$ cat src/rtl/ibd_pkg.sv
package ibd_pkg;

   typedef enum logic [2:0] {
      K_NONE,
      K_MEMWR,
      K_CFGWR,
      K_MEMRD,
      K_CFGRD
   } kind_e;

   typedef enum logic [1:0] {
      H_POSTED,
      H_DELAYED,
      H_SPLIT
   } hand_e;

   localparam logic [3:0] CMD_MRD  = 4'b0110;
   localparam logic [3:0] CMD_MWR  = 4'b0111;
   localparam logic [3:0] CMD_CRD  = 4'b1010;
   localparam logic [3:0] CMD_CWR  = 4'b1011;
   localparam logic [3:0] CMD_MRM  = 4'b1100;
   localparam logic [3:0] CMD_AMWB = 4'b1101;
   localparam logic [3:0] CMD_MRL  = 4'b1110;
   localparam logic [3:0] CMD_MWI  = 4'b1111;

endpackage

$ cat src/rtl/ibd_decode.sv
module ibd_decode
   import ibd_pkg::*;
(
   input  logic [3:0] cmd,
   input  logic       pcix,
   output kind_e      kind,
   output hand_e      hand
);

   hand_e nonpost;

   assign nonpost = pcix ? H_SPLIT : H_DELAYED;

   always_comb begin
      kind = K_NONE;
      hand = H_POSTED;
      case (cmd)
         CMD_MWR, CMD_MWI: begin
            kind = K_MEMWR;
         end
         CMD_AMWB: begin
            if (pcix) kind = K_MEMWR;
         end
         CMD_MRD, CMD_MRM, CMD_MRL: begin
            kind = K_MEMRD;
            hand = nonpost;
         end
         CMD_CRD: begin
            kind = K_CFGRD;
            hand = nonpost;
         end
         CMD_CWR: begin
            kind = K_CFGWR;
            hand = nonpost;
         end
         default: begin
            kind = K_NONE;
         end
      endcase
   end

endmodule

$ cat src/rtl/ibd_fifo.sv
module ibd_fifo #(
   parameter  int W     = 8,
   parameter  int DEPTH = 4,
   localparam int CW    = $clog2(DEPTH + 1)
) (
   input  logic          clk,
   input  logic          rst_n,
   input  logic          push,
   input  logic [W-1:0]  din,
   input  logic          pop,
   output logic [W-1:0]  dout,
   output logic [CW-1:0] count
);

   localparam int AW = (DEPTH > 1) ? $clog2(DEPTH) : 1;

   generate
      if (DEPTH < 1) begin : g_bad_depth
         $error("ibd_fifo: DEPTH must be at least 1");
      end
      if (W < 1) begin : g_bad_width
         $error("ibd_fifo: W must be at least 1");
      end
   endgenerate

   logic [W-1:0]  mem [DEPTH];
   logic [AW-1:0] wr_ptr, rd_ptr, wr_nxt, rd_nxt;
   logic          full, empty, push_e, pop_e;

   assign full   = (count == CW'(DEPTH));
   assign empty  = (count == '0);
   assign push_e = push && !full;
   assign pop_e  = pop && !empty;

   generate
      if ((1 << AW) == DEPTH) begin : g_pow2
         assign wr_nxt = wr_ptr + 1'b1;
         assign rd_nxt = rd_ptr + 1'b1;
      end else begin : g_wrap
         assign wr_nxt = (wr_ptr == AW'(DEPTH - 1)) ? '0 : wr_ptr + 1'b1;
         assign rd_nxt = (rd_ptr == AW'(DEPTH - 1)) ? '0 : rd_ptr + 1'b1;
      end
   endgenerate

   always_ff @(posedge clk) begin
      if (push_e) mem[wr_ptr] <= din;
   end

   always_ff @(posedge clk) begin
      if (!rst_n) begin
         wr_ptr <= '0;
         rd_ptr <= '0;
         count  <= '0;
      end else begin
         if (push_e) wr_ptr <= wr_nxt;
         if (pop_e)  rd_ptr <= rd_nxt;
         case ({push_e, pop_e})
            2'b10:   count <= count + 1'b1;
            2'b01:   count <= count - 1'b1;
            default: count <= count;
         endcase
      end
   end

   assign dout = mem[rd_ptr];

endmodule

$ cat src/rtl/ibd_dwslot.sv
module ibd_dwslot #(
   parameter int AW = 64,
   parameter int DW = 32
) (
   input  logic          clk,
   input  logic          rst_n,
   input  logic          load,
   input  logic [AW-1:0] addr_in,
   input  logic [DW-1:0] data_in,
   input  logic          split_in,
   output logic          valid,
   input  logic          ready,
   output logic [AW-1:0] addr,
   output logic [DW-1:0] data,
   output logic          split
);

   always_ff @(posedge clk) begin
      if (!rst_n) begin
         valid <= 1'b0;
      end else if (load && !valid) begin
         valid <= 1'b1;
      end else if (valid && ready) begin
         valid <= 1'b0;
      end
   end

   always_ff @(posedge clk) begin
      if (load && !valid) begin
         addr  <= addr_in;
         data  <= data_in;
         split <= split_in;
      end
   end

endmodule

$ cat src/rtl/inbound_dispatch.sv
module inbound_dispatch
   import ibd_pkg::*;
#(
   parameter  int ADDR_W   = 64,
   parameter  int DATA_W   = 32,
   parameter  int WQ_DEPTH = 4,
   parameter  int RQ_DEPTH = 8,
   parameter  int TAG_W    = 3,
   localparam int WQ_CW    = $clog2(WQ_DEPTH + 1),
   localparam int RQ_CW    = $clog2(RQ_DEPTH + 1)
) (
   input  logic              clk,
   input  logic              rst_n,
   input  logic              pcix_mode,
   input  logic              req_valid,
   input  logic [3:0]        req_cmd,
   input  logic [ADDR_W-1:0] req_addr,
   input  logic              req_dac,
   input  logic [DATA_W-1:0] req_data,
   output logic              retry,
   output logic              unsup,
   output logic              wq_valid,
   input  logic              wq_ready,
   output logic [ADDR_W-1:0] wq_addr,
   output logic              wq_dac,
   output logic [DATA_W-1:0] wq_data,
   output logic [WQ_CW-1:0]  wq_count,
   output logic              dw_valid,
   input  logic              dw_ready,
   output logic [ADDR_W-1:0] dw_addr,
   output logic [DATA_W-1:0] dw_data,
   output logic              dw_split,
   output logic              rq_valid,
   input  logic              rq_ready,
   output logic [ADDR_W-1:0] rq_addr,
   output logic              rq_dac,
   output logic              rq_split,
   output logic              rq_cfg,
   output logic [TAG_W-1:0]  rq_tag,
   output logic [RQ_CW-1:0]  rq_count
);

   localparam int WA_W = ADDR_W + 1;
   localparam int RE_W = ADDR_W + TAG_W + 3;

   generate
      if (ADDR_W < 32 || ADDR_W > 64) begin : g_bad_addr
         $error("inbound_dispatch: ADDR_W must lie in 32..64");
      end
      if ((1 << TAG_W) < RQ_DEPTH) begin : g_bad_tag
         $error("inbound_dispatch: TAG_W too narrow for RQ_DEPTH");
      end
      if (WQ_DEPTH < 1 || RQ_DEPTH < 1) begin : g_bad_depth
         $error("inbound_dispatch: queue depths must be positive");
      end
   endgenerate

   kind_e kind;
   hand_e hand;
   logic  is_read, is_split;
   logic  wq_full, rq_full;
   logic  wq_push, dw_push, rq_push, wq_pop, rq_pop;
   logic  blocked;
   logic [WQ_CW-1:0] wd_count;
   logic [TAG_W-1:0] tag_q;

   ibd_decode u_dec (
      .cmd  (req_cmd),
      .pcix (pcix_mode),
      .kind (kind),
      .hand (hand)
   );

   assign is_read  = (kind == K_MEMRD) || (kind == K_CFGRD);
   assign is_split = (hand == H_SPLIT);

   assign wq_full = (wq_count == WQ_CW'(WQ_DEPTH)) || (wd_count == WQ_CW'(WQ_DEPTH));
   assign rq_full = (rq_count == RQ_CW'(RQ_DEPTH));

   assign wq_push = req_valid && (kind == K_MEMWR) && !wq_full;
   assign dw_push = req_valid && (kind == K_CFGWR) && !dw_valid;
   assign rq_push = req_valid && is_read && !rq_full;

   assign blocked = ((kind == K_MEMWR) && wq_full)
                 || ((kind == K_CFGWR) && dw_valid)
                 || (is_read && rq_full);

   // write pair: address queue and data queue advance together
   assign wq_valid = (wq_count != '0) && (wd_count != '0);
   assign wq_pop   = wq_valid && wq_ready;

   ibd_fifo #(.W(WA_W), .DEPTH(WQ_DEPTH)) u_waq (
      .clk   (clk),
      .rst_n (rst_n),
      .push  (wq_push),
      .din   ({req_dac, req_addr}),
      .pop   (wq_pop),
      .dout  ({wq_dac, wq_addr}),
      .count (wq_count)
   );

   ibd_fifo #(.W(DATA_W), .DEPTH(WQ_DEPTH)) u_wdq (
      .clk   (clk),
      .rst_n (rst_n),
      .push  (wq_push),
      .din   (req_data),
      .pop   (wq_pop),
      .dout  (wq_data),
      .count (wd_count)
   );

   ibd_dwslot #(.AW(ADDR_W), .DW(DATA_W)) u_dws (
      .clk      (clk),
      .rst_n    (rst_n),
      .load     (dw_push),
      .addr_in  (req_addr),
      .data_in  (req_data),
      .split_in (is_split),
      .valid    (dw_valid),
      .ready    (dw_ready),
      .addr     (dw_addr),
      .data     (dw_data),
      .split    (dw_split)
   );

   // read queue entry: {split, cfg, dac, tag, addr}
   assign rq_valid = (rq_count != '0);
   assign rq_pop   = rq_valid && rq_ready;

   ibd_fifo #(.W(RE_W), .DEPTH(RQ_DEPTH)) u_rq (
      .clk   (clk),
      .rst_n (rst_n),
      .push  (rq_push),
      .din   ({is_split, (kind == K_CFGRD), req_dac, tag_q, req_addr}),
      .pop   (rq_pop),
      .dout  ({rq_split, rq_cfg, rq_dac, rq_tag, rq_addr}),
      .count (rq_count)
   );

   always_ff @(posedge clk) begin
      if (!rst_n) begin
         tag_q <= '0;
         retry <= 1'b0;
         unsup <= 1'b0;
      end else begin
         if (rq_push) tag_q <= tag_q + 1'b1;
         retry <= req_valid && blocked;
         unsup <= req_valid && (kind == K_NONE);
      end
   end

endmodule

$ cat config.mk
export PLATFORM = sky130hd
export DESIGN_NAME = inbound_dispatch
export DESIGN_NICKNAME = d
export VERILOG_FILES = /design/src/rtl/ibd_pkg.sv /design/src/rtl/ibd_decode.sv /design/src/rtl/ibd_fifo.sv /design/src/rtl/ibd_dwslot.sv /design/src/rtl/inbound_dispatch.sv
export SDC_FILE = /design/constraint.sdc
export NUM_CORES = 1
export LEC_CHECK = 0
export BUFFER_PORTS_ARGS = -buffer_cell sky130_fd_sc_hd__buf_2
export CAP_MARGIN = 20
export CELL_PAD_IN_SITES_DETAIL_PLACEMENT = 1
export CELL_PAD_IN_SITES_GLOBAL_PLACEMENT = 2
export CORE_ASPECT_RATIO = 1.4
export CORE_MARGIN = 4
export CORE_UTILIZATION = 47
export DETAILED_ROUTE_END_ITERATION = 10
export GPL_TIMING_DRIVEN = 0
export PLACE_DENSITY = 0.82
export SYNTH_ARGS = -nofsm -noshare
export SYNTH_HDL_FRONTEND = slang
export SYNTH_SLANG_ARGS = --single-unit
$ cat constraint.sdc
create_clock -name clk -period 10.5 [get_ports clk]
set_input_delay 0.525 -clock clk [delete_from_list [all_inputs] [get_ports clk]]
set_output_delay 0.525 -clock clk [all_outputs]
set_load 0.05 [all_outputs]
==> flow_metrics.env <==
export IMPL_status="finished clean"
export IMPL_fin_area_mm2=0.0474
export IMPL_min_to="u_wdq.mem[1][15]$_DFFE_PP_"
export IMPL_cts_hold_buf=0
export IMPL_core_area_mm2=0.0842
export IMPL_crit_required_ns=9.98
export IMPL_worstHoldStart="req_data[15]"
export IMPL_drive_gt1_share_pct=42.9
export IMPL_drt_iter0_markers=1344
export IMPL_finalSetupViolCount=0
export IMPL_p_switching_mw=2.45
export IMPL_clkPwrFrac_pct=36.4
export IMPL_path_max_fanout=10
export IMPL_via_per_inst=5.61
export IMPL_final_cell_mix="1045 x edfxtp_1, 407 x buf_2, 237 x mux4_2"
export IMPL_wire_per_inst_um=28.4
export IMPL_drv_cap=0
export IMPL_seq_power_share_pct=49.2
export IMPL_p_comb_share_pct=14.3
export IMPL_synth_distinct_cells=43
export IMPL_dp_slack_ns=6.54
export IMPL_power_leakage_nw=15.5
export IMPL_top_level_ports=384
export IMPL_hp_class="in -> reg"
export IMPL_place_congestion=0.747
export IMPL_timing_rr_start="u_rq.count[1]$_SDFFE_PN0P_"
export IMPL_cts_setup_buffers=0
export IMPL_synthArstFlopShare_pct=0
export IMPL_regArea_mm2=0.0321
export IMPL_area_growth_pct=19.0
export IMPL_maxSlewViolCount=0
export IMPL_rsz0062_at_grt="no"
export IMPL_insertion_delay_ns=0.67
export IMPL_syn_area_mm2=0.0398
export IMPL_ir_worst_vdd_uv=154
export IMPL_cp_end_kind="output pin"
export IMPL_power_density_mw_per_mm2=206
export IMPL_dpl_hpwl_um=66100
export IMPL_worstMarginPinSlew_ns=1.02
export IMPL_grt_pass1_wl_um=141000
export IMPL_n_fill_cell=7261
export IMPL_clk_pin_slew_ns=0.06
export IMPL_hold_slack_ns=0.0944
export IMPL_r2r_cells=11
export IMPL_critPathArrivalTime_ns=3.15
export IMPL_final_common_cell="edfxtp_1"
export IMPL_placed_cells=3194
export IMPL_min_delay_path_depth=1
export IMPL_antenna_found_initial=2
export IMPL_min_period_ns=3.67
export IMPL_worst_setup_path_type="reg -> out"
export IMPL_synth_top_flop_cell="edfxtp_1"
export IMPL_htree_levels=3
export IMPL_worstReg2RegEnd="u_rq.mem[0][62]$_DFFE_PP_"
export IMPL_grt_pass1_vias=21081
export IMPL_port_buffers=382
export IMPL_avgSynthCellArea_um2=24.4
export IMPL_stdcell_count=3375
export IMPL_grt_max_degree=43
export IMPL_p_sw_share_pct=25.1
export IMPL_drc=0
export IMPL_dr_pass1_iters=4
export IMPL_yosys_register_bits=1082
export IMPL_die_w_um=254
export IMPL_finalHoldViolations=0
export IMPL_rows=126
export IMPL_die_area_mm2=0.0894
export IMPL_startpoint_type="register"
export IMPL_multiInputGateArea_mm2=0.00729
export IMPL_cts_tree="built"
export IMPL_finalSetupTns_ns=0
export IMPL_nets=2334
export IMPL_numCtsBuffers=100
export IMPL_start_util_pct=47.3
export IMPL_ctsResizeCount=0
export IMPL_synthesis_nets=1759
export IMPL_finalWorstSetupSlack_ns=6.83
export IMPL_overflow=0
export IMPL_intPower_mw=7.30
export IMPL_cts_num_sinks=1082
export IMPL_vias=18950
export IMPL_yosysSeqAreaShare_pct=80.7
export IMPL_fin_crit_sh_pct=35.0
export IMPL_dpl_instance_area_mm2=0.0441
export IMPL_reg2reg_setup_slack_ns=6.87
export IMPL_fmax_mhz=272
export IMPL_drtAntennaViolNets=0
export IMPL_synth_edf_count=1045
export IMPL_yosys_warnings=0
export IMPL_power_mw=9.75
export IMPL_relSlewSlack_pct=31.9
export IMPL_syn_inst=1633
export IMPL_routed_wl_um=95800
export IMPL_fp_dieH_um=352
export IMPL_fin_util_pct=56.3
export IMPL_finClkSkew_ns=0.0557
export IMPL_ctsRootBufferMaster="clkbuf_16"
export IMPL_track_usage_pct=21.6
export IMPL_cts_max_path_buffers=3
-- kinds of logic (layout without fill, tap and decap cells) --
kind of cell,count (synthesis),in the layout,share of synthesized area (%)
XOR/XNOR,15,15,0.330
adder cells (fa/ha/maj),19,19,0.629
other,0,1,0
buffers and inverters,87,740,1.13
multiplexers,313,313,15.5
AND/OR/NAND/NOR,89,89,1.23
AO/OA/AOI/OAI,28,28,0.415
flip-flops,1082,1082,80.7
-- per-layer routing --
| metal | part of all wire [%] | up-vias | GRT usage (%) |
|---|---|---|---|
| li1 | - | 8019 | - |
| met1 | 38 | 10080 | 26.8 |
| met2 | 53 | 732 | 37.8 |
| met3 | 7.2 | 119 | 5.10 |
| met4 | 2.7 | 0 | 6.50 |
| met5 | 0 | - | 0 |
-- state kept, by name (all words and copies together) (netlist names), 4 cells and up, named ones only --
signal / flops
u_dws.data: 32
u_waq.mem: 260
u_rq.mem: 560
u_dws.addr: 64
u_rq.count: 4
u_wdq.mem: 128
-- how the worst max path moves through the flow --
stage | from | endpoint | slack (ns) | cells after the start
final | register | rq_addr[30] | 6.83 | 6
after global placement | req_cmd[1] | u_rq.mem[2][56]$_DFFE_PP_ | -6.65 | 5
after global routing | u_rq.count[1]$_SDFFE_PN0P_ | u_rq.mem[0][56]$_DFFE_PP_ | 6.61 | 11
after detailed placement | req_cmd[1] | u_rq.mem[0][56]$_DFFE_PP_ | 6.54 | 12
after CTS | register | rq_addr[30] | 6.66 | 6
after floorplan | u_rq.count[1]$_SDFFE_PN0P_ | u_rq.mem[4][0]$_DFFE_PP_ | 1.25 | 4
-- power groups by stage --
stage | sequential, mW | combinational [mW] | clock [mW]
floorplan | 4.92 | 0.990 | 0
global placement | 4.90 | 1.38 | 0
detailed placement | 4.89 | 1.42 | 0
CTS | 4.80 | 1.43 | 3.65
global route | 4.80 | 1.49 | 3.85
finish | 4.80 | 1.40 | 3.55
-- area by class of cell --
class	count	share of cell area (%)
flip-flops and latches	1082	67.8
multi-input cells	464	15.4
repair buffers	473	6.16
clock buffers	117	5.51
well taps	1088	2.87
clock inverters	63	1.29
plain buffers	69	0.803
inverters	18	0.143
diodes	1	0.00528
-- synthesized netlist by cell type (3+ instances only) --
| library cell | number | share of area [%] |
|---|---|---|
| buf_1 | 7 | 0.066 |
| buf_2 | 25 | 0.31 |
| dfxtp_1 | 37 | 1.9 |
| clkbuf_1 | 25 | 0.24 |
| nand3_1 | 6 | 0.075 |
| xor2_1 | 12 | 0.26 |
| mux4_2 | 237 | 13 |
| mux2_2 | 70 | 2.0 |
| mux2i_1 | 6 | 0.15 |
| nor2_1 | 22 | 0.21 |
| inv_1 | 18 | 0.17 |
| or3_1 | 8 | 0.13 |
| a21oi_1 | 11 | 0.14 |
| edfxtp_1 | 1045 | 79 |
| nand2_1 | 17 | 0.16 |
| nor3_1 | 3 | 0.038 |
| ha_1 | 16 | 0.50 |
| and2_1 | 10 | 0.16 |
| nor2b_1 | 7 | 0.11 |
| o21ai_0 | 8 | 0.10 |
| xnor2_1 | 3 | 0.066 |
| buf_6 | 12 | 0.34 |
-- worst max-delay path: stages, from the launching register on --
cell and delay (ns):
dfxtp_1 0.31, buf_2 0.24, buf_2 0.36, clkbuf_1 0.65, mux4_2 0.42, mux2_2 0.27, buf_2 0.24
(Power assumes the default switching activity.)
